$ cat src/rtl/vrh_pkg.sv
package vrh_pkg;
  typedef enum logic [1:0] {
    ST_IDLE     = 2'd0,
    ST_COLLECT  = 2'd1,
    ST_WAIT_MIN = 2'd2,
    ST_WAIT_REG = 2'd3
  } vrh_state_e;
endpackage

$ cat src/rtl/vrh_pkt_decode.sv
module vrh_pkt_decode #(
  parameter int N_RAILS  = 8,
  parameter int ADDR_W   = 5,
  parameter int DATA_W   = 8,
  parameter int MAX_PKTS = 8
) (
  input  logic               clk,
  input  logic               rst_n,
  input  logic               burst_start,
  input  logic               accept_en,
  input  logic               pkt_fire,
  input  logic [ADDR_W-1:0]  pkt_addr,
  input  logic [DATA_W-1:0]  pkt_data,
  input  logic               stby_hit,
  input  logic [N_RAILS-1:0] stby_mask,
  output logic [N_RAILS-1:0] rail_hit,
  output logic [N_RAILS-1:0] ramp_start,
  output logic [DATA_W-1:0]  ramp_data,
  output logic               ovf_err
);
  localparam int CNT_W = $clog2(MAX_PKTS + 1);

  logic [CNT_W-1:0] cnt_q;
  logic             room;
  logic             take;
  logic             spill;

  assign room  = cnt_q < CNT_W'(MAX_PKTS);
  assign take  = accept_en && pkt_fire && room;
  assign spill = accept_en && pkt_fire && !room;

  // one comparator per rail; indices at or above N_RAILS match nothing
  for (genvar g = 0; g < N_RAILS; g++) begin : g_rail
    assign rail_hit[g] = take && (pkt_addr == ADDR_W'(g));
  end

  always_ff @(posedge clk or negedge rst_n) begin
    if (!rst_n) begin
      cnt_q      <= '0;
      ovf_err    <= 1'b0;
      ramp_start <= '0;
      ramp_data  <= '0;
    end else begin
      ramp_start <= rail_hit | (stby_hit ? stby_mask : '0);
      if (take) ramp_data <= pkt_data;
      if (burst_start) begin
        cnt_q   <= '0;
        ovf_err <= 1'b0;
      end else begin
        if (take)  cnt_q   <= cnt_q + 1'b1;
        if (spill) ovf_err <= 1'b1;
      end
    end
  end


  ramp_src_chk: assert property (@(posedge clk) disable iff (!rst_n)
    (|ramp_start) |-> $past(take || stby_hit));


  ovf_full_chk: assert property (@(posedge clk) disable iff (!rst_n)
    ovf_err |-> (cnt_q == CNT_W'(MAX_PKTS)));
endmodule

$ cat src/rtl/vrh_lowtime.sv
module vrh_lowtime #(
  parameter int MIN_CYC = 25,
  parameter int TMO_CYC = 1500000
) (
  input  logic clk,
  input  logic rst_n,
  input  logic restart_min,
  input  logic run_min,
  input  logic restart_tmo,
  input  logic run_tmo,
  output logic min_done,
  output logic tmo_hit
);
  localparam int MIN_W = $clog2(MIN_CYC + 1);
  localparam int TMO_W = $clog2(TMO_CYC + 1);

  logic [MIN_W-1:0] min_q;
  logic [TMO_W-1:0] tmo_q;

  assign min_done = (min_q == MIN_W'(MIN_CYC - 1));
  assign tmo_hit  = (tmo_q == TMO_W'(TMO_CYC - 1));

  always_ff @(posedge clk or negedge rst_n) begin
    if (!rst_n) begin
      min_q <= '0;
      tmo_q <= '0;
    end else begin
      if (restart_min)              min_q <= '0;
      else if (run_min && !min_done) min_q <= min_q + 1'b1;
      if (restart_tmo)              tmo_q <= '0;
      else if (run_tmo && !tmo_hit)  tmo_q <= tmo_q + 1'b1;
    end
  end


  min_restart_chk: assert property (@(posedge clk) disable iff (!rst_n)
    (restart_min && MIN_CYC > 1) |=> !min_done);
endmodule

$ cat src/rtl/vreg_done_hs.sv
module vreg_done_hs #(
  parameter int N_RAILS    = 8,
  parameter int ADDR_W     = 5,
  parameter int DATA_W     = 8,
  parameter int MAX_PKTS   = 8,
  parameter int CLK_KHZ    = 50000,
  parameter int MIN_LOW_NS = 500,
  parameter int TIMEOUT_US = 30000
) (
  input  logic               clk,
  input  logic               rst_n,
  input  logic               pkt_valid,
  output logic               pkt_ready,
  input  logic [ADDR_W-1:0]  pkt_addr,
  input  logic [DATA_W-1:0]  pkt_data,
  input  logic               spi_cs_n,
  input  logic [N_RAILS-1:0] rail_in_reg,
  input  logic               stby_exit,
  input  logic [N_RAILS-1:0] stby_mask,
  output logic [N_RAILS-1:0] ramp_start,
  output logic [DATA_W-1:0]  ramp_data,
  output logic               vr_done,
  output logic               ovf_err,
  output logic               tmo_flag
);
  import vrh_pkg::*;

  localparam longint MIN_RAW = (longint'(CLK_KHZ) * MIN_LOW_NS + 64'd999_999) / 64'd1_000_000;
  localparam int     MIN_CYC = (MIN_RAW < 1) ? 1 : int'(MIN_RAW);
  localparam longint TMO_RAW = (longint'(CLK_KHZ) * TIMEOUT_US) / 64'd1000;
  localparam int     TMO_CYC = (TMO_RAW <= MIN_CYC) ? MIN_CYC + 2 : int'(TMO_RAW);

  initial begin
    if (N_RAILS < 8 || N_RAILS > 16 || (1 << ADDR_W) < N_RAILS)
      $error("vreg_done_hs: rail count or address width out of range");
  end

  vrh_state_e st_q, st_d;
  logic [N_RAILS-1:0] pend_q, pend_d, rail_hit;
  logic cs_q, stby_q, done_d, tmo_d;
  logic cs_fall, cs_rise, stby_rise, lower;
  logic restart_min, restart_tmo, min_done, tmo_hit, all_ok;
  logic accept_en, pkt_fire;

  assign cs_fall   = cs_q && !spi_cs_n;
  assign cs_rise   = !cs_q && spi_cs_n;
  assign stby_rise = stby_exit && !stby_q;
  assign accept_en = (st_q == ST_COLLECT) && !spi_cs_n;
  assign pkt_fire  = pkt_valid && pkt_ready;
  assign all_ok    = ((pend_q & ~rail_in_reg) == '0);
  assign lower     = !cs_fall && (((st_q == ST_COLLECT) && cs_rise) ||
                                  ((st_q != ST_COLLECT) && stby_rise));

  vrh_pkt_decode #(
    .N_RAILS(N_RAILS), .ADDR_W(ADDR_W), .DATA_W(DATA_W), .MAX_PKTS(MAX_PKTS)
  ) u_decode (
    .clk(clk), .rst_n(rst_n), .burst_start(cs_fall), .accept_en(accept_en),
    .pkt_fire(pkt_fire), .pkt_addr(pkt_addr), .pkt_data(pkt_data),
    .stby_hit(stby_rise), .stby_mask(stby_mask), .rail_hit(rail_hit),
    .ramp_start(ramp_start), .ramp_data(ramp_data), .ovf_err(ovf_err)
  );

  vrh_lowtime #(.MIN_CYC(MIN_CYC), .TMO_CYC(TMO_CYC)) u_lowtime (
    .clk(clk), .rst_n(rst_n), .restart_min(restart_min),
    .run_min(st_q == ST_WAIT_MIN), .restart_tmo(restart_tmo),
    .run_tmo(!vr_done), .min_done(min_done), .tmo_hit(tmo_hit)
  );

  always_comb begin
    st_d        = st_q;
    done_d      = vr_done;
    tmo_d       = tmo_flag;
    pend_d      = pend_q | rail_hit | (stby_rise ? stby_mask : '0);
    restart_min = 1'b0;
    restart_tmo = 1'b0;
    if (cs_fall) begin
      st_d = ST_COLLECT;
    end else if (lower) begin
      st_d        = ST_WAIT_MIN;
      done_d      = 1'b0;
      tmo_d       = 1'b0;
      restart_min = 1'b1;
      restart_tmo = vr_done;
    end else begin
      case (st_q)
        ST_WAIT_MIN: if (min_done) st_d = ST_WAIT_REG;
        ST_WAIT_REG: begin
          if (all_ok || tmo_hit) begin
            st_d   = ST_IDLE;
            done_d = 1'b1;
            pend_d = '0;
            tmo_d  = !all_ok;
          end
        end
        default: ;
      endcase
    end
  end

  always_ff @(posedge clk or negedge rst_n) begin
    if (!rst_n) begin
      st_q      <= ST_IDLE;
      pend_q    <= '0;
      cs_q      <= 1'b1;
      stby_q    <= 1'b0;
      vr_done   <= 1'b1;
      tmo_flag  <= 1'b0;
      pkt_ready <= 1'b0;
    end else begin
      st_q      <= st_d;
      pend_q    <= pend_d;
      cs_q      <= spi_cs_n;
      stby_q    <= stby_exit;
      vr_done   <= done_d;
      tmo_flag  <= tmo_d;
      pkt_ready <= 1'b1;
    end
  end


  done_fall_chk: assert property (@(posedge clk) disable iff (!rst_n)
    $fell(vr_done) |-> $past(cs_rise || stby_rise));


  done_rise_state_chk: assert property (@(posedge clk) disable iff (!rst_n)
    $rose(vr_done) |-> $past(st_q == ST_WAIT_REG));


  done_rise_reg_chk: assert property (@(posedge clk) disable iff (!rst_n)
    ($rose(vr_done) && !tmo_flag) |-> $past((pend_q & ~rail_in_reg) == '0));


  ready_hold_chk: assert property (@(posedge clk) disable iff (!rst_n)
    $past(pkt_ready) |-> pkt_ready);
endmodule

$ cat config.mk
export PLATFORM = sky130hd
export DESIGN_NAME = vreg_done_hs
export DESIGN_NICKNAME = d
export VERILOG_FILES = /design/src/rtl/vrh_pkg.sv /design/src/rtl/vrh_pkt_decode.sv /design/src/rtl/vrh_lowtime.sv /design/src/rtl/vreg_done_hs.sv
export SDC_FILE = /design/constraint.sdc
export NUM_CORES = 1
export LEC_CHECK = 0
export BUFFER_PORTS_ARGS = -buffer_cell sky130_fd_sc_hd__buf_2
export CORE_MARGIN = 5
export CORE_UTILIZATION = 49
export CTS_BUF_LIST = sky130_fd_sc_hd__clkbuf_4
export CTS_CLUSTER_SIZE = 28
export DETAILED_ROUTE_END_ITERATION = 7
export PLACE_DENSITY = 0.72
export SETUP_SLACK_MARGIN = 0.5
export SLEW_MARGIN = 15
export SYNTH_ARGS = -nofsm -noshare
export SYNTH_HDL_FRONTEND = slang
export SYNTH_SLANG_ARGS = --single-unit
$ cat constraint.sdc
create_clock -name clk -period 3.5 [get_ports clk]
set_input_delay 1.05 -clock clk [delete_from_list [all_inputs] [get_ports clk]]
set_output_delay 1.05 -clock clk [all_outputs]
set_load 0.1 [all_outputs]
==> impl_metrics.py, run 1 <==
metrics = {
    "outcome": {
        "status": "finished clean",
    },
    "global_routing": {
        "grt_pass1_vias": 2255,
        "grt_usage": 0.173,
        "grt_max_degree": 40,
        "antenna_found_initial": 0,
        "overflow": 0,
        "grt_pass1_wl_mm": 10.3,
    },
    "sta": {
        "maxSlewHeadroom": 0.424,
        "tightest_slew_ns": 0.863,
        "hold_viol": 0,
        "max_freq_ghz": 0.391,
        "rsz0062_at_grt": "no",
        "finalSetupViolations": 0,
        "tns_ns": 0,
        "period_share": 0.730,
        "slew_violations": 0,
        "finalCriticalPeriod_ns": 2.56,
        "clock_skew_ns": 0.0182,
    },
    "synthesis": {
        "synthMuxAreaShare": 0.0410,
        "syn_area_per_cell_um2": 10.5,
        "synth_top_area_share": 0.513,
        "yosysWarnings": 0,
        "synth_xor_xnor_area_share": 0.0539,
        "yosysMostFrequentCell": "dfrtp_1",
        "ys_ff_latch": 62,
        "synth_largest_area_cell": "dfrtp_1",
        "synth-edff-count": 0,
        "synth_nets": 316,
        "ys_seq_area_frac": 0.531,
        "synth_cells": 278,
        "syn-cell-area_mm2": 0.00293,
        "synthAdderAreaFrac": 0.0171,
        "synthArstFlopShare": 1.00,
        "synth_commonest_cells": "dfrtp_1 (60), nor2_1 (30), nand2_1 (23)",
        "synth_area_leaders": "dfrtp_1 (51%), nor2_1 (3.8%), xor2_1 (3.6%)",
        "synth_top_family_by_area": "simple AND/OR/NAND/NOR gates",
        "synth_flop_cell": "dfrtp_1",
        "yosys.area_share.simple": 0.198,
        "synth-compound-area-share": 0.122,
        "synth_cell_types": 52,
    },
    "job": {
        "max-cap-violations": 0,
    },
    "floorplanning": {
        "io_pins": 54,
        "core_area_mm2": 0.00585,
        "fp.dieW_um": 87.3,
        "die_h_um": 87.3,
        "start_util": 0.500,
        "die_area_mm2": 0.00762,
        "rows": 28,
    },
    "pwr": {
        "ir_drop_mv": 0.763,
        "leakage_nw": 1.61,
        "power_density_mw_per_mm2": 711,
        "p_total_w": 0.00243,
    },
    "routing": {
        "drtIter0Drc": 137,
        "first_pass_iters": 4,
        "drc": 0,
        "wl_mm": 5.94,
        "avgRoutedWirePerCell_um": 14.2,
        "vias_per_cell": 5.36,
        "vias": 2246,
        "detail-route-antenna-nets": 0,
    },
    "cells_and_area": {
        "layout.nets": 377,
        "diodes": 0,
        "synthToLayoutAreaGrowth_pct": 16.9,
        "num-fill-cells": 500,
        "register_area_mm2": 0.00155,
        "multiInputGateArea_mm2": 0.00127,
        "layout-drive-gt1-share": 0.265,
    },
    "clock_tree": {
        "path_clk_slew_ns": 0.10,
        "insertion_delay_ns": 0.41,
        "holdBufCountCts": 0,
        "cts_buffers": 9,
        "cts-root-buf": "clkbuf_4",
        "post_cts_buffers": 0,
        "cts_max_level": 3,
        "cts.repair.resized": 0,
        "clockBufferDepth": 2,
        "cts_tree": "yes",
        "cts_num_sinks": 62,
    },
    "worst_setup_path": {
        "crit_required_ns": 2.45,
        "critPathKind": "register to output port",
        "worstSetupEndpointType": "output port",
        "cpLargestDelayFamily": "flip-flops",
        "cp_data_arrival_time_ns": 1.51,
        "crit_fanout": 10,
        "r2r_cells": 6,
        "worst_setup_path_start_kind": "register",
        "slowest_stage": "dfstp_2",
        "critPathMaxStageDelay_ns": 0.65,
        "cp_num_cells": 1,
        "path_cells": "buf_2",
        "crit_buf_inv": 1,
    },
    "place": {
        "port_buffers": 53,
        "gp_congestion": 0.788,
        "dpl.hpwl_mm": 4.38,
    },
    "hold_path": {
        "hold_path.class": "register to register",
        "holdPathStages": 1,
    },
}
-- worst paths after layout --
kind	slack, ns	from	end
worst min register to register	0.50	pend_q[5]	pend_q[5]
max in group asynchronous	2.00	rst_n	u_decode.cnt_q[2]
min in group asynchronous	0.74	rst_n	u_decode.ramp_start[0]
worst max-delay path	0.94	vr_done	vr_done
worst min-delay path	0.50	pend_q[5]	pend_q[5]
worst max register to register	1.36	u_lowtime.tmo_q[0]	u_lowtime.tmo_q[11]
-- worst reg2reg max path, stage by stage (launching register included) --
cell and delay, ns:
dfrtp_1 0.41, ha_1 0.23, nand4_2 0.20, or2_1 0.31, o21ai_2 0.57, o21ai_0 0.20
a21oi_1 0.15
-- cell type report --
cell class	count	area share
Sequential cell	62	0.454
Timing Repair Buffer	57	0.0863
Inverter	16	0.0176
Clock buffer	10	0.0219
Clock inverter	6	0.0223
Multi-Input combinational cell	193	0.370
Tap cell	75	0.0274
-- logic make-up (layout without fill, tap and decap cells) --
family,after synthesis,in the layout
buffers and inverters,23,89
DFF,62,62
adders and majority gates,4,4
xor gates and xnor gates,18,18
muxes,11,11
and+or+nand+nor,108,108
other,1,1
AOI/OAI and AO/OA,51,51
-- power by group --
part	switching (W)	total, W	internal [W]
registers	0.000174	0.00106	0.000885
logic	0.000600	0.000836	0.000236
clock network	0.000247	0.000537	0.000290
total	0.00102	0.00243	0.00141
-- through the flow --
step | instance area [um^2] | cells | util | hold slack [ns] | setup WS, ns
floorplan | 2930 | 278 | - | 0.464 | 1.28
global placement | 3270 | 403 | 0.559 | 0.474 | 0.862
detailed placement | 3270 | 403 | 0.559 | 0.481 | 0.767
CTS | 3420 | 419 | 0.585 | 0.506 | 0.916
global route | 3420 | 419 | 0.585 | 0.524 | 0.883
finish | 3420 | 419 | 0.585 | 0.504 | 0.944
-- cells in the final DEF (no fill, tap or decap), drive strengths merged, types with 6 or more instances in the layout --
cell type   n
nand3       9
o211ai      8
clkbuf     10
nand2b      7
xnor2       6
nor2       32
nand4       9
mux2        8
dfrtp      60
buf        57
nand2      23
o21ai      13
o21a        8
inv        16
o31ai       7
xor2       12
-- routing by layer --
layer | routed length (um) | GRT usage | up-vias | part of all wire
met5 | 0 | 0 | - | 0
li1 | - | - | 1106 | -
met2 | 2840 | 0.277 | 52 | 0.48
met1 | 2690 | 0.225 | 1076 | 0.45
met4 | 97 | 0.0781 | 0 | 0.016
met3 | 315 | 0.0378 | 12 | 0.053
-- state kept, by name (all words and copies together) (netlist names) --
| signal | count |
|---|---|
| u_lowtime.min_q | 5 |
| u_decode.cnt_q | 4 |
| st_q | 2 |
| stby_q | 1 |
| u_decode.ramp_data | 8 |
| pend_q | 8 |
| tmo_flag | 1 |
| u_lowtime.tmo_q | 21 |
| u_decode.ramp_start | 8 |
| vr_done | 1 |
| u_decode.ovf_err | 1 |
| pkt_ready | 1 |
| cs_q | 1 |
No activity file was read; power rests on OpenSTA's default activity.
==> run 2, diff against run 1 <==
- clock period: 3.5 -> 2.4 ns (I/O delays scaled with it)
==> run 2 against run 1 <==
Effect of this change:
- wire length increased by 5.6%
- register-to-register slack worse by 0.79 ns
- via count increased by 2.9%
- largest cell class unchanged
- critical path type unchanged
==> impl_metrics.py, run 2 (synthesized netlist as in run 1, its figures left out) <==
metrics = {
    "clock_tree": {
        "clockBufferDepth": 2,
        "cts_buffers": 9,
        "path_clk_slew_ns": 0.10,
        "cts_num_sinks": 62,
        "cts_tree": "yes",
        "cts-root-buf": "clkbuf_4",
        "cts_max_level": 3,
        "insertion_delay_ns": 0.40,
    },
    "floorplanning": {
        "die_h_um": 87.3,
        "core_area_mm2": 0.00585,
        "rows": 28,
        "die_area_mm2": 0.00762,
        "start_util": 0.500,
        "io_pins": 54,
        "fp.dieW_um": 87.3,
    },
    "global_routing": {
        "grt_pass1_wl_mm": 10.8,
        "grt_pass1_vias": 2480,
        "grt_max_degree": 39,
        "overflow": 0,
        "grt_usage": 0.181,
        "antenna_found_initial": 0,
    },
    "routing": {
        "first_pass_iters": 5,
        "drtIter0Drc": 105,
        "vias_per_cell": 5.40,
        "avgRoutedWirePerCell_um": 14.7,
        "wl_mm": 6.28,
        "vias": 2312,
        "detail-route-antenna-nets": 0,
        "drc": 0,
    },
    "pwr": {
        "leakage_nw": 1.67,
        "power_density_mw_per_mm2": 975,
        "p_total_w": 0.00351,
        "ir_drop_mv": 0.888,
    },
    "sta": {
        "maxSlewHeadroom": 0.616,
        "tightest_slew_ns": 0.575,
        "tns_ns": 0,
        "rsz0062_at_grt": "yes",
        "finalSetupViolations": 0,
        "slew_violations": 0,
        "clock_skew_ns": 0.0138,
        "max_freq_ghz": 0.515,
        "period_share": 0.809,
        "finalCriticalPeriod_ns": 1.94,
        "hold_viol": 0,
    },
    "worst_setup_path": {
        "cp_data_arrival_time_ns": 1.22,
        "r2r_cells": 6,
        "r2r_start": "u_lowtime.tmo_q[0]",
        "critPathKind": "register to output port",
        "slowest_stage": "dfstp_4",
        "worstSetupEndpointType": "output port",
        "crit_buf_inv": 1,
        "r2r-end": "u_lowtime.tmo_q[9]",
        "critPathMaxStageDelay_ns": 0.65,
        "crit_required_ns": 1.68,
        "path_cells": "buf_12",
        "cpLargestDelayFamily": "flip-flops",
        "crit_fanout": 2,
        "worst_setup_path_start_kind": "register",
        "r2r_slack_ns": 0.57,
    },
    "cells_and_area": {
        "layout-drive-gt1-share": 0.314,
        "final_common_cell": "dfrtp_1",
        "diodes": 0,
        "layout.nets": 386,
        "largest_reg_flops": 21,
        "largest_register": "u_lowtime.tmo_q",
        "final_cell_mix": "dfrtp_1 (58), buf_2 (33), nor2_1 (29)",
        "synthToLayoutAreaGrowth_pct": 23.0,
    },
    "outcome": {
        "status": "finished clean",
    },
    "place": {
        "gp_congestion": 0.786,
        "port_buffers": 53,
        "dpl.hpwl_mm": 4.60,
    },
    "hold_path": {
        "hold_path.class": "primary input to async pin",
    },
    "job": {
        "max-cap-violations": 0,
    },
}
==> run 2: worst max path at each step <==
stage / depth (start not counted) / slack [ns] / from / to
global placement: 5 / 0.29 / rail_in_reg[0] / st_q[0]
finish: 1 / 0.46 / vr_done / vr_done
global route: 1 / 0.42 / vr_done / vr_done
floorplan: 4 / 0.51 / spi_cs_n / u_decode.ramp_data[0]
detailed placement: 5 / 0.21 / rail_in_reg[0] / st_q[0]
CTS: 1 / 0.45 / vr_done / vr_done
==> run 2: per-layer routing <==
layer,share of wire,track usage,up-vias
li1,-,-,1119
met5,0,0,-
met2,0.50,0.310,54
met3,0.039,0.0397,10
met4,0.019,0.0851,0
met1,0.44,0.214,1129
==> run 2: stage by stage <==
stage	setup WS [ns]	instances	util	hold slack [ns]	area [um^2]
after floorplan	0.506	278	-	0.424	2930
after global placement	0.286	405	0.564	0.477	3300
after detailed placement	0.209	405	0.564	0.484	3300
after CTS	0.448	423	0.596	0.308	3490
after global routing	0.421	428	0.615	0.327	3600
final	0.458	428	0.615	0.301	3600
==> run 2: where the power goes <==
group,switching [W],internal (W),leakage [nW]
Sequential,0.000274,0.00129,0.759
Combinational,0.000905,0.000438,0.844
Clock,0.000349,0.000252,0.0669
Total,0.00153,0.00198,1.67
==> run 2: area by class of cell <==
type / count / area, um^2
Fill cell: 489 / 2250
Multi-Input combinational cell: 193 / 1320
Sequential cell: 62 / 1560
Clock inverter: 3 / 12.5
Timing Repair Buffer: 66 / 454
Clock buffer: 13 / 97.6
Tap cell: 75 / 93.8
Inverter: 16 / 60.1
==> run 2: repair_timing <==
action | CTS | global route
endpoints found under the hold margin | 0 | 0
pin swaps | 0 | 4
cloned | 0 | 0
setup buffers | 2 | 5
endpoints found under the setup margin | 16 | 25
hold buffers | 0 | 0
resized for setup | 20 | 16
==> run 3, diff against run 2 <==
- clock period: 2.4 -> 1.85 ns (I/O delays scaled with it)
==> run 3 against run 2 <==
Effect of this change:
- worst hold slack got worse by 0.043 ns
- clock skew rose by 0.013 ns
- die area is the same
- cell area up 29%
- clock power increased by 100%
- non-clock buffer count is 47 higher
- critical path type unchanged
- highest routed layer unchanged
==> impl_metrics.py, run 3 (synthesized netlist as in run 1, its figures left out) <==
metrics = {
    "pwr": {
        "power_density_mw_per_mm2": 1280,
        "p_total_w": 0.00596,
        "ir_drop_mv": 1.85,
        "leakage_nw": 2.06,
    },
    "worst_setup_path": {
        "path_cells": "buf_12",
        "critPathKind": "register to output port",
        "setup.worst_path.start": "vr_done",
        "slowest_stage": "dfstp_4",
        "cp_data_arrival_time_ns": 1.25,
        "r2r_start": "u_lowtime.tmo_q[0]",
        "crit_buf_inv": 1,
        "cpLargestDelayFamily": "flip-flops",
        "crit_required_ns": 1.29,
        "worstSetupEndpointType": "output port",
        "crit_fanout": 2,
        "worst_setup_path_start_kind": "register",
        "critPathMaxStageDelay_ns": 0.66,
    },
    "sta": {
        "slew_violations": 0,
        "tightest_slew_ns": 0.614,
        "max_freq_ghz": 0.555,
        "hold_viol": 0,
        "rsz0062_at_grt": "yes",
        "period_share": 0.973,
        "tns_ns": 0,
        "clock_skew_ns": 0.0272,
        "finalSetupViolations": 0,
        "setup_ws_ns": 0.0496,
        "finalCriticalPeriod_ns": 1.80,
        "maxSlewHeadroom": 0.589,
    },
    "floorplanning": {
        "die_area_mm2": 0.00762,
        "core_area_mm2": 0.00585,
        "rows": 28,
        "fp.dieW_um": 87.3,
        "io_pins": 54,
        "start_util": 0.500,
        "die_h_um": 87.3,
    },
    "cells_and_area": {
        "num-fill-cells": 309,
        "diodes": 0,
        "final_cell_mix": "buf_4 (41), dfrtp_1 (39), buf_2 (33)",
        "design_area_mm2": 0.00465,
        "largest_reg_flops": 21,
        "layout.nets": 435,
        "synthToLayoutAreaGrowth_pct": 59.0,
        "final_common_cell": "buf_4",
        "layout-drive-gt1-share": 0.547,
        "largest_register": "u_lowtime.tmo_q",
    },
    "routing": {
        "drc": 0,
        "routed.top_layer": "met4",
        "vias": 2694,
        "first_pass_iters": 4,
        "wl_mm": 9.02,
        "wl_met2_mm": 4.81,
        "drtIter0Drc": 168,
        "avgRoutedWirePerCell_um": 18.9,
        "vias_per_cell": 5.65,
        "wl_met1_mm": 3.48,
        "met3_length_um": 552,
        "detail-route-antenna-nets": 0,
    },
    "global_routing": {
        "grt_usage": 0.231,
        "overflow": 0,
        "antenna_found_initial": 0,
        "grt_pass1_wl_mm": 13.4,
        "grt_max_degree": 23,
        "grt_pass1_vias": 2732,
    },
    "clock_tree": {
        "path_clk_slew_ns": 0.13,
        "insertion_delay_ns": 0.43,
        "cts_num_sinks": 62,
        "cts_max_level": 3,
        "clockBufferDepth": 2,
        "cts-root-buf": "clkbuf_4",
        "cts_buffers": 9,
        "cts_tree": "yes",
    },
    "outcome": {
        "status": "finished clean",
    },
    "hold_path": {
        "hold_path.class": "primary input to register",
        "hold_start": "stby_exit",
    },
    "place": {
        "place_ws_ns": -0.0145,
        "placed_area_mm2": 0.00358,
        "port_buffers": 53,
        "dpl.hpwl_mm": 4.71,
        "gp_congestion": 0.842,
    },
    "job": {
        "max-cap-violations": 0,
    },
}
run 3: changes by cell type in the layout (fill, tap and decap cells not counted), sizes merged:
cell         delta
and2            +1
buf            +53
clkbuf         -11
o211ai          +1
clkinv          +1
bufinv          +3
dlygate4sd3     +1
run 3: what timing repair did:
action | CTS | global route
gates cloned | 4 | 0
pin swaps | 36 | 26
hold endpoints to repair | 2 | 0
endpoints found under the setup margin | 77 | 77
hold buffers | 1 | 0
resized for setup | 108 | 30
buffers inserted | 26 | 10
run 3: power by group:
group / switching (W) / internal [W] / total [W]
registers: 0.000380 / 0.00170 / 0.00208
clock network: 0.000549 / 0.000678 / 0.00123
logic: 0.00150 / 0.00116 / 0.00265
run 3: routing by layer:
layer,track usage,up-vias
met5,0,-
met4,0.0795,0
met3,0.0568,18
met2,0.408,110
met1,0.271,1343
li1,-,1223
run 3: final timing paths:
| check | endpoint | slack [ns] | cells after the start |
|---|---|---|---|
| max | vr_done | 0.05 | 1 |
| min | stby_q | 0.26 | 1 |
| max reg2reg | u_lowtime.tmo_q[2] | 0.06 | 7 |
| min reg2reg | pend_q[5] | 0.50 | 1 |
| max in group asynchronous | u_decode.ramp_start[5] | 0.87 | 3 |
| min in group asynchronous | u_decode.ramp_start[7] | 0.45 | 2 |
run 3: final cells by class:
| cell class | instances | area (um^2) | share of cell area |
|---|---|---|---|
| Tap cell | 75 | 93.8 | 0.0202 |
| Multi-Input combinational cell | 195 | 1700 | 0.365 |
| Clock inverter | 7 | 113 | 0.0242 |
| Timing Repair Buffer | 113 | 1030 | 0.222 |
| Sequential cell | 62 | 1590 | 0.341 |
| Clock buffer | 9 | 67.6 | 0.0145 |
| Inverter | 16 | 62.6 | 0.0134 |
run 3: per-stage QoR:
step / util / std cells / hold slack (ns)
2_1_floorplan: - / 278 / 0.259
3_3_place_gp: 0.611 / 420 / 0.376
3_5_place_dp: 0.611 / 420 / 0.372
4_1_cts: 0.756 / 467 / 0.270
5_1_grt: 0.795 / 477 / 0.244
6_report: 0.795 / 477 / 0.257
